File: src/rtl/irq_route_pkg.sv
package irq_route_pkg;

    localparam int BOARD_LINES  = 64;
    localparam int SEC_CTRLS    = 4;
    localparam int CPU_LINES    = 32;
    localparam int REMAP_SPAN   = 32;
    localparam int SEC_CPU_BASE = 10;
    localparam int PRIV_SPAN    = 32;
    localparam int TIMER_SLOT   = 29;
    localparam int WDOG_SLOT    = 30;

    typedef struct packed {
        logic       hit;
        logic [4:0] line;
    } remap_t;

    // Sparse board-to-CPU lookup; lines without an entry are dropped.
    function automatic remap_t remap_lookup(input int unsigned brd);
        remap_t r;
        r = '{hit: 1'b0, line: 5'd0};
        case (brd)
            19: r = '{hit: 1'b1, line: 5'd0};
            4:  r = '{hit: 1'b1, line: 5'd1};
            5:  r = '{hit: 1'b1, line: 5'd2};
            29: r = '{hit: 1'b1, line: 5'd3};
            12: r = '{hit: 1'b1, line: 5'd4};
            13: r = '{hit: 1'b1, line: 5'd5};
            10: r = '{hit: 1'b1, line: 5'd6};
            20: r = '{hit: 1'b1, line: 5'd7};
            21: r = '{hit: 1'b1, line: 5'd8};
            28: r = '{hit: 1'b1, line: 5'd9};
            17: r = '{hit: 1'b1, line: 5'd14};
            18: r = '{hit: 1'b1, line: 5'd15};
            default: r = '{hit: 1'b0, line: 5'd0};
        endcase
        return r;
    endfunction

    function automatic int unsigned priv_base(input int unsigned num_irq,
                                              input int unsigned core);
        return (num_irq - 32) + PRIV_SPAN * core;
    endfunction

endpackage

File: src/rtl/irq_sync.sv
module irq_sync #(
    parameter int WIDTH  = 64,
    parameter int STAGES = 2
) (
    input  logic             clk,
    input  logic             rst,
    input  logic [WIDTH-1:0] d_i,
    output logic [WIDTH-1:0] q_o
);
    generate
        if (STAGES == 0) begin : g_bypass
            assign q_o = d_i;
        end else begin : g_chain
            logic [STAGES-1:0][WIDTH-1:0] pipe;
            always_ff @(posedge clk) begin
                if (rst) begin
                    pipe <= '0;
                end else begin
                    pipe[0] <= d_i;
                    for (int s = 1; s < STAGES; s++) begin
                        pipe[s] <= pipe[s-1];
                    end
                end
            end
            assign q_o = pipe[STAGES-1];
        end
    endgenerate
endmodule

File: src/rtl/irq_board_fanout.sv
module irq_board_fanout
    import irq_route_pkg::*;
(
    input  logic [BOARD_LINES-1:0]                lvl_i,
    input  logic [SEC_CTRLS-1:0]                  sec_done_i,
    output logic [SEC_CTRLS-1:0][BOARD_LINES-1:0] sec_in_o,
    output logic [CPU_LINES-1:0]                  cpu_o
);
    always_comb begin
        for (int k = 0; k < SEC_CTRLS; k++) begin
            sec_in_o[k] = lvl_i;
        end
    end

    always_comb begin
        remap_t r;
        cpu_o = '0;
        for (int b = 0; b < REMAP_SPAN; b++) begin
            r = remap_lookup(b);
            if (r.hit) begin
                cpu_o[r.line] = cpu_o[r.line] | lvl_i[b];
            end
        end
        for (int k = 0; k < SEC_CTRLS; k++) begin
            cpu_o[SEC_CPU_BASE + k] = cpu_o[SEC_CPU_BASE + k] | sec_done_i[k];
        end
    end
endmodule

File: src/rtl/irq_ppi_place.sv
module irq_ppi_place
    import irq_route_pkg::*;
#(
    parameter int NUM_CORES = 4,
    parameter int NUM_IRQ   = 64,
    localparam int EXT_IRQ  = NUM_IRQ - 32,
    localparam int VEC_W    = EXT_IRQ + PRIV_SPAN * NUM_CORES,
    localparam int COPY_N   = (EXT_IRQ < CPU_LINES) ? EXT_IRQ : CPU_LINES
) (
    input  logic [CPU_LINES-1:0] cpu_i,
    input  logic [NUM_CORES-1:0] timer_i,
    input  logic [NUM_CORES-1:0] wdog_i,
    output logic [VEC_W-1:0]     vec_o
);
    always_comb begin
        vec_o = '0;
        for (int j = 0; j < COPY_N; j++) begin
            vec_o[j] = cpu_i[j];
        end
        for (int i = 0; i < NUM_CORES; i++) begin
            vec_o[priv_base(NUM_IRQ, i) + TIMER_SLOT] = timer_i[i];
            vec_o[priv_base(NUM_IRQ, i) + WDOG_SLOT]  = wdog_i[i];
        end
    end
endmodule

File: src/rtl/board_irq_router.sv
module board_irq_router
    import irq_route_pkg::*;
#(
    parameter int NUM_CORES   = 4,
    parameter int NUM_IRQ     = 64,
    parameter int SYNC_STAGES = 2,
    localparam int EXT_IRQ    = NUM_IRQ - 32,
    localparam int VEC_W      = EXT_IRQ + PRIV_SPAN * NUM_CORES,
    localparam int SEC_W      = SEC_CTRLS * BOARD_LINES
) (
    input  logic                   clk,
    input  logic                   rst,
    input  logic [BOARD_LINES-1:0] board_irq,
    input  logic [SEC_CTRLS-1:0]   sec_ctrl_out,
    input  logic [NUM_CORES-1:0]   core_timer_irq,
    input  logic [NUM_CORES-1:0]   core_wdog_irq,
    output logic [SEC_W-1:0]       sec_ctrl_in,
    output logic [CPU_LINES-1:0]   cpu_irq,
    output logic [VEC_W-1:0]       ctrl_vec
);
    logic [BOARD_LINES-1:0]                board_s;
    logic [SEC_CTRLS-1:0][BOARD_LINES-1:0] sec_arr;

    irq_sync #(.WIDTH(BOARD_LINES), .STAGES(SYNC_STAGES)) u_sync (
        .clk (clk),
        .rst (rst),
        .d_i (board_irq),
        .q_o (board_s)
    );

    irq_board_fanout u_fan (
        .lvl_i      (board_s),
        .sec_done_i (sec_ctrl_out),
        .sec_in_o   (sec_arr),
        .cpu_o      (cpu_irq)
    );

    assign sec_ctrl_in = sec_arr;

    irq_ppi_place #(.NUM_CORES(NUM_CORES), .NUM_IRQ(NUM_IRQ)) u_place (
        .cpu_i   (cpu_irq),
        .timer_i (core_timer_irq),
        .wdog_i  (core_wdog_irq),
        .vec_o   (ctrl_vec)
    );

    // ---------------- assertions ----------------
    genvar gk, gb, gi;
    generate
        for (gk = 1; gk < SEC_CTRLS; gk++) begin : g_a_bcast
            p_bcast_equal_r1: assert property (@(posedge clk) disable iff (rst)
                sec_ctrl_in[gk*BOARD_LINES +: BOARD_LINES] == sec_ctrl_in[0 +: BOARD_LINES]);
        end
        for (gb = 0; gb < REMAP_SPAN; gb++) begin : g_a_remap
            localparam remap_t ENT = remap_lookup(gb);
            if (ENT.hit) begin : g_hit
                p_remap_agree_r2: assert property (@(posedge clk) disable iff (rst)
                    cpu_irq[ENT.line] == sec_ctrl_in[gb]);
            end
        end
        if (EXT_IRQ > SEC_CPU_BASE + SEC_CTRLS - 1) begin : g_a_sec
            for (gk = 0; gk < SEC_CTRLS; gk++) begin : g_k
                p_sec_route_r4: assert property (@(posedge clk) disable iff (rst)
                    ctrl_vec[SEC_CPU_BASE + gk] == sec_ctrl_out[gk]);
            end
        end
        for (gi = 0; gi < NUM_CORES; gi++) begin : g_a_ppi
            p_timer_slot_r5: assert property (@(posedge clk) disable iff (rst)
                ctrl_vec[priv_base(NUM_IRQ, gi) + TIMER_SLOT] == core_timer_irq[gi]);
            p_wdog_slot_r5: assert property (@(posedge clk) disable iff (rst)
                ctrl_vec[priv_base(NUM_IRQ, gi) + WDOG_SLOT] == core_wdog_irq[gi]);
        end
        if (SYNC_STAGES > 0) begin : g_a_rst
            p_reset_clear_r8: assert property (@(posedge clk) disable iff (rst)
                $fell(rst) |-> (sec_ctrl_in == '0));
        end
    endgenerate

    p_upper_quiet_r4: assert property (@(posedge clk) disable iff (rst)
        $countones(cpu_irq[CPU_LINES-1:16]) == 0);

    p_priv_quiet_r6: assert property (@(posedge clk) disable iff (rst)
        $countones(ctrl_vec[VEC_W-1:EXT_IRQ]) ==
        $countones(core_timer_irq) + $countones(core_wdog_irq));

endmodule

File: config.mk
export PLATFORM = sky130hd
export DESIGN_NAME = board_irq_router
export DESIGN_NICKNAME = d
export VERILOG_FILES = /design/src/rtl/irq_route_pkg.sv /design/src/rtl/irq_sync.sv /design/src/rtl/irq_board_fanout.sv /design/src/rtl/irq_ppi_place.sv /design/src/rtl/board_irq_router.sv
export SDC_FILE = /design/constraint.sdc
export NUM_CORES = 1
export LEC_CHECK = 0
export ABC_AREA = 1
export ABC_CLOCK_PERIOD_IN_PS = 1000
export BUFFER_PORTS_ARGS = -buffer_cell sky130_fd_sc_hd__buf_2
export CORE_AREA = 2 2 202 204
export CTS_CLUSTER_SIZE = 16
export DETAILED_ROUTE_END_ITERATION = 10
export DIE_AREA = 0 0 204 206
export PLACE_DENSITY = 0.48
export SYNTH_ARGS = -nofsm -noshare
export SYNTH_HDL_FRONTEND = slang
export SYNTH_SLANG_ARGS = --single-unit
File: constraint.sdc
create_clock -name clk -period 1 [get_ports clk]
set_clock_uncertainty 0.2 [all_clocks]
set_input_delay 0.05 -clock clk [delete_from_list [all_inputs] [get_ports clk]]
set_output_delay 0.05 -clock clk [all_outputs]
set_load 0.005 [all_outputs]
==> results of run 1 <==
state kept, by name, summed over array words and instances, names as in the netlist:
name,count
u_sync.q_o,64
u_sync.g_chain.pipe,64
logic make-up (layout without fill, tap and decap cells):
group,Yosys count,count (layout)
AND/OR/NAND/NOR,128,128
other,1,152
buffers and inverters,590,583
flip-flops,128,128
metal layers:
layer	vias up	wire length, µm	share of wire [%]	track usage [%]
li1	2084	-	-	-
met1	1940	4966	35	5.522
met2	261	7786	54	9.572
met3	14	1241	8.7	2.208
met4	2	289	2.0	3.494
met5	-	7	0.049	0
power by group:
part           internal, mW  leakage (nW)  switching [mW]
registers              5.29          1.10           0.220
clock network          4.14         0.304            2.32
logic                  1.01          3.51           0.647
worst min-delay path by stage:
stage / slack, ns / endpoint / cells past startpoint / start
after floorplan: -0.04 / u_sync.g_chain.pipe[0] / 2 / board_irq[0]
after global placement: -0.1 / ctrl_vec[62] / 0 / core_wdog_irq[0]
after detailed placement: -0.1 / ctrl_vec[62] / 0 / core_wdog_irq[0]
after CTS: -0.13 / u_sync.g_chain.pipe[0] / 3 / rst
after global routing: -0.11 / u_sync.g_chain.pipe[0] / 3 / rst
final: -0.11 / u_sync.g_chain.pipe[0] / 3 / rst
area by class of cell:
class,instances,area share [%]
Timing Repair Buffer,423,40.40
Sequential cell,128,29.44
Multi-Input combinational cell,280,11.23
Tap cell,532,7.112
Inverter,128,5.134
Clock buffer,21,5.027
Clock inverter,11,1.658
worst register-to-register path, delay by kind of cell (launching register included):
kind	cells	cell delay, ns
simple gates	1	0.04
buf+inv	1	0.07
flops	1	0.32
Yosys cell counts:
library cell  instances  area [µm²]
conb_1                1       3.750
inv_1               128       480.5
dfxtp_1             128        2562
nor2_1              128       480.5
buf_6                13       146.4
buf_4               449        3371
metrics by stage:
| step | hold slack [ns] | util (%) | cells | instance area (µm²) | worst slack [ns] |
|---|---|---|---|---|---|
| CTS | -0.1321 | 20.40 | 1523 | 8199 | -0.2172 |
| global placement | -0.09997 | 16.25 | 1415 | 6529 | 0.08467 |
| global route | -0.1072 | 23.29 | 1523 | 9359 | -0.2446 |
| detailed placement | -0.09997 | 16.25 | 1415 | 6529 | 0.07554 |
| floorplan | -0.04303 | - | 998 | 7611 | 0.2527 |
| finish | -0.1102 | 23.29 | 1523 | 9359 | -0.1964 |
repair_timing:
action / in CTS / in global routing
gates resized for setup: 105 / 204
setup endpoints to repair: 280 / 280
endpoints found under the hold margin: 144 / 127
==> flow_summary_export.csv, run 1 <==
group,metric,value,unit
setup_path,r2r_slack,0.25,ns
synthesis,ys_seq_elements,128,
synthesis,synth_top_family_by_area,"buffers and inverters",
place,dp_hpwl,9244,µm
synthesis,synth_compound_area_share,0,%
grt,grt_max_degree,71,
setup_path,timing.critical_path.buf_inv,1,
drt,drc,0,
run_status,violations,"negative hold slack, negative setup slack",
setup_path,critPathMaxStageDelay,0.40,ns
die,dieHeight,206,µm
power_and_ir_drop,p_per_area,1455,nW/µm²
drt,drt.antenna.violating_nets,0,
die,die_w,204,µm
drt,wire_per_inst,9.383,µm
timing,rsz0062_at_grt,"true",
die,ios,526,
synthesis,ys_types,6,
setup_path,path_class,"reg2out",
job,drv_cap,0,
finish,area_growth,32.86,%
synthesis,yosysSeqAreaShare,36.38,%
drt,dr_total_vias,4301,
synthesis,synthMuxAreaShare,0,%
clock_network,clk_pin_slew_worst_paths,0.06,ns
synthesis,synthXorXnorAreaFrac,0,%
setup_path,cp_top_family,"flip-flops",
clock_network,root_buffer,"clkbuf_16",
setup_path,critPathMaxFanout,6,
setup_path,reg2reg_depth,2,
setup_path,crit_cells,1,
drt,first_pass_iters,4,
setup_path,worstPathCellList,"buf_2",
finish,diodes,0,
timing,finalSetupViolations,280,
synthesis,syn_inst,847,
grt,grt_overflow,0,
run_status,outcome,"complete, but fails checks",
setup_path,worst_path_max_delay_cell,"dfxtp_4",
timing,fin_crit,1.196,ns
timing,hold_viol_final,128,
setup_path,critPathRequiredTime,0.75,ns
setup_path,endpoint,"sec_ctrl_in[197]",
setup_path,critPathArrivalTime,0.95,ns
clock_network,htreeDepth,4,
finish,final_common_cell,"buf_6",
drt,drt-total-wl,14290,µm
drt,drt_iter0_markers,124,
power_and_ir_drop,peakVddDrop,983.2,µV
die,coreArea,40180,µm²
clock_network,cts_setup_buffers,0,
synthesis,synthAdderAreaFrac,0,%
finish,regArea,2755,µm²
timing,finalCritPeriodShare,119.6,%
setup_path,r2r_start,"u_sync.g_chain.pipe[59]",
power_and_ir_drop,p_leak,4.908,nW
drt,via_per_inst,2.824,
timing,finalSetupTns,-43.68,ns
setup_path,crit_path_start_kind,"flop",
timing,fin_hold_ws,-0.1102,ns
clock_network,cts_tree,"built",
finish,fillers,4329,
grt,grt_pass1_wl,17030,µm
grt,grtUsageTotal,5.517,%
finish,nNetsFinal,1056,
timing,worst_slack,-0.1964,ns
place,portBuffers,345,
setup_path,endpoint_kind,"primary output",
worst_hold_path,hp-class,"in2reg",
clock_network,clock-sinks,128,
clock_network,numCtsBuffers,17,
grt,first_global_vias,3373,
synthesis,syn_area,7044,µm²
setup_path,crit_path_start,"u_sync.q_o[5]",
clock_network,cts_hold_buf,76,
finish,multi_input_area,1051,µm²
power_and_ir_drop,total_power,13.62,mW
die,die_area,42020,µm²
die,fp-row-count,74,
finish,drive_gt1_share,44.60,%
clock_network,cts.path.max_buffers,2,
timing,max_freq,835.9,MHz
timing,timing.final.max_slew_violations,0,
setup_path,regToRegEndpoint,"u_sync.q_o[59]",
synthesis,yosysWarningCount,0,
die,initial_utilization,17.53,%
place,place_congestion,0.7026,
clock_network,clk_latency,0.43,ns
synthesis,syn_area_per_cell,8.317,µm²
synthesis,synthSimpleGateAreaFrac,6.821,%
finish,mostFrequentLayoutCells,"buf_6, conb_1, buf_2",
grt,antenna_found_initial,2,
Power figures use the tool's default switching activity.
==> inputs of run 2 (changes only) <==
--- a/config.mk
+++ b/config.mk
@@ -5,14 +5,15 @@
 export SDC_FILE = /design/constraint.sdc
 export NUM_CORES = 1
 export LEC_CHECK = 0
-export ABC_AREA = 1
 export ABC_CLOCK_PERIOD_IN_PS = 1000
 export BUFFER_PORTS_ARGS = -buffer_cell sky130_fd_sc_hd__buf_2
-export CORE_AREA = 2 2 202 204
-export CTS_CLUSTER_SIZE = 16
+export CELL_PAD_IN_SITES_DETAIL_PLACEMENT = 0
+export CELL_PAD_IN_SITES_GLOBAL_PLACEMENT = 1
+export CORE_AREA = 2 2 207 209
+export CTS_CLUSTER_SIZE = 25
 export DETAILED_ROUTE_END_ITERATION = 10
-export DIE_AREA = 0 0 204 206
-export PLACE_DENSITY = 0.48
+export DIE_AREA = 0 0 209 211
+export PLACE_DENSITY = 0.59
 export SYNTH_ARGS = -nofsm -noshare
 export SYNTH_HDL_FRONTEND = slang
 export SYNTH_SLANG_ARGS = --single-unit
==> flow_summary_export.csv, run 2 <==
group,metric,value,unit
finish,layoutNonFillerInstCount,1404,
setup_path,worst_path_max_delay_cell,"dfxtp_4",
timing,rsz0062_at_grt,"true",
finish,mostFrequentLayoutCells,"buf_2, buf_6, conb_1",
synthesis,synth_edf_count,0,
drt,via_per_inst,2.707,
worst_hold_path,holdPathStages,3,
run_status,outcome,"complete, but fails checks",
clock_network,cts_tree,"built",
clock_network,clk_pin_slew_worst_paths,0.05,ns
timing,finalCritPeriodShare,119.8,%
finish,multi_input_area,1371,µm²
synthesis,synth_top_area_share,50.33,%
clock_network,numCtsBuffers,17,
clock_network,clk_latency,0.44,ns
timing,max_freq,834.9,MHz
power_and_ir_drop,comb_power_share,11.8,%
power_and_ir_drop,p_sw,2.983,mW
power_and_ir_drop,p_leak,4.382,nW
timing,finalSetupViolations,280,
die,fp-row-count,75,
drt,first_pass_iters,4,
power_and_ir_drop,pwr-share-seq,41.3,%
place,portBuffers,345,
die,dieHeight,211,µm
drt,drt_iter0_markers,99,
clock_network,clock-sinks,128,
grt,grtUsageTotal,5.728,%
setup_path,cp_top_family,"flip-flops",
drt,drt.antenna.violating_nets,0,
clock_network,cts_setup_buffers,0,
power_and_ir_drop,power.internal,10.34,mW
finish,nNetsFinal,932,
setup_path,timing.critical_path.buf_inv,1,
finish,drive_gt1_share,50.98,%
synthesis,synth.most_common_cell,"buf_4",
drt,drc,0,
worst_hold_path,hp-class,"in2reg",
power_and_ir_drop,swShare,22.38,%
timing,fin_hold_ws,0.1684,ns
setup_path,worstPathCellList,"buf_6",
timing,finalSetupTns,-44.04,ns
finish,fillers,4491,
run_status,violations,"negative setup slack",
place,dpl.cell_count,1297,
die,coreArea,41760,µm²
synthesis,yosysWarningCount,0,
die,die_area,44100,µm²
synthesis,syn_area_per_cell,9.501,µm²
setup_path,critPathArrivalTime,0.95,ns
synthesis,synthTopCellsByArea,"buf_4, dfxtp_1, nor2b_1",
synthesis,ys_seq_elements,128,
clock_network,cts.path.max_buffers,2,
finish,area_growth,31.50,%
synthesis,yosysTopAreaCell,"buf_4",
finish,final_area,8984,µm²
grt,first_global_vias,3135,
setup_path,reg2reg_depth,1,
synthesis,syn_inst,719,
clock_network,root_buffer,"clkbuf_16",
die,die_w,209,µm
synthesis,ys.flop_type,"dfxtp_1",
drt,drt-total-wl,14460,µm
timing,fin_crit,1.198,ns
synthesis,synthTopCellsByCount,"buf_4, dfxtp_1, nor2b_1",
grt,grt_pass1_wl,18170,µm
drt,dr_total_vias,3801,
place,dp_hpwl,10150,µm
grt,antenna_found_initial,2,
job,drv_cap,0,
setup_path,critPathRequiredTime,0.75,ns
finish,postLayoutCoreUtil,21.51,%
setup_path,critPathMaxFanout,6,
place,place_congestion,0.6308,
setup_path,critPathMaxStageDelay,0.41,ns
drt,wire_per_inst,10.30,µm
finish,final_common_cell,"buf_2",
setup_path,path_class,"reg2out",
synthesis,yosysSeqAreaShare,37.51,%
place,placed_cell_area,6412,µm²
synthesis,ys_types,6,
timing,worst_slack,-0.1977,ns
finish,regArea,2743,µm²
grt,grt_overflow,0,
synthesis,async_flop_share,0,%
die,ios,526,
timing,hold_viol_final,0,
power_and_ir_drop,peakVddDrop,784.9,µV
grt,grt_max_degree,43,
setup_path,endpoint_kind,"primary output",
clock_network,htreeDepth,4,
setup_path,crit_path_start_kind,"flop",
timing,timing.final.max_slew_violations,0,
die,initial_utilization,16.36,%
synthesis,syn_area,6832,µm²
setup_path,crit_cells,1,
power_and_ir_drop,power_frac_clock,46.9,%
power_and_ir_drop,p_per_area,1483,nW/µm²
-- run 2: kinds of logic after synthesis --
logic type / count (synthesis) / share of synthesized area (%)
buffers and inverters: 462 / 50.71
DFF: 128 / 37.51
other: 1 / 0.05489
and+or+nand+nor: 128 / 11.72
-- run 2: final cells by class --
| cell class | count | share of cell area, % |
|---|---|---|
| Timing Repair Buffer | 427 | 40.15 |
| Sequential cell | 128 | 30.53 |
| Multi-Input combinational cell | 280 | 15.26 |
| Tap cell | 539 | 7.507 |
| Clock buffer | 22 | 5.279 |
| Clock inverter | 6 | 1.212 |
| Antenna cell | 2 | 0.05571 |
-- run 2: final timing paths --
path | start | end | slack [ns]
hold / removal | board_irq[40] | u_sync.g_chain.pipe[40] | 0.17
hold reg to reg | u_sync.g_chain.pipe[9] | u_sync.q_o[9] | 0.22
setup reg to reg | u_sync.g_chain.pipe[60] | u_sync.q_o[60] | 0.23
setup / recovery | u_sync.q_o[29] | sec_ctrl_in[29] | -0.20
-- run 2: metrics by stage --
| stage | power [mW] | setup slack, ns |
|---|---|---|
| after CTS | 13.44 | -0.2325 |
| after global routing | 14.05 | -0.2571 |
| after floorplan | 7.071 | 0.2527 |
| after global placement | 6.626 | 0.09355 |
| after detailed placement | 6.629 | 0.1098 |
| final | 13.33 | -0.1977 |
-- run 2: power by group through the flow --
| stage | Clock, mW | Combinational [mW] | Sequential [mW] |
|---|---|---|---|
| 2_1_floorplan | 0 | 1.51 | 5.56 |
| 3_3_place_gp | 0 | 1.03 | 5.59 |
| 3_5_place_dp | 0 | 1.03 | 5.60 |
| 4_1_cts | 6.57 | 1.38 | 5.50 |
| 5_1_grt | 6.79 | 1.72 | 5.53 |
| 6_report | 6.25 | 1.58 | 5.50 |
-- run 2: timing repair --
action,4_1_cts,5_1_grt
hold buffers,77,0
resized for setup,129,140
hold endpoints to repair,144,0
endpoints found under the setup margin,280,280
-- run 2: metal layers --
metal / wire length, µm / global-route usage (%) / vias to the layer above / share of wire [%]
met5: 0 / 0 / - / 0
met4: 353 / 3.473 / 0 / 2.4
met3: 1110 / 2.661 / 21 / 7.7
met2: 7537 / 9.046 / 223 / 52
met1: 5458 / 6.280 / 1724 / 38
li1: - / - / 1833 / -
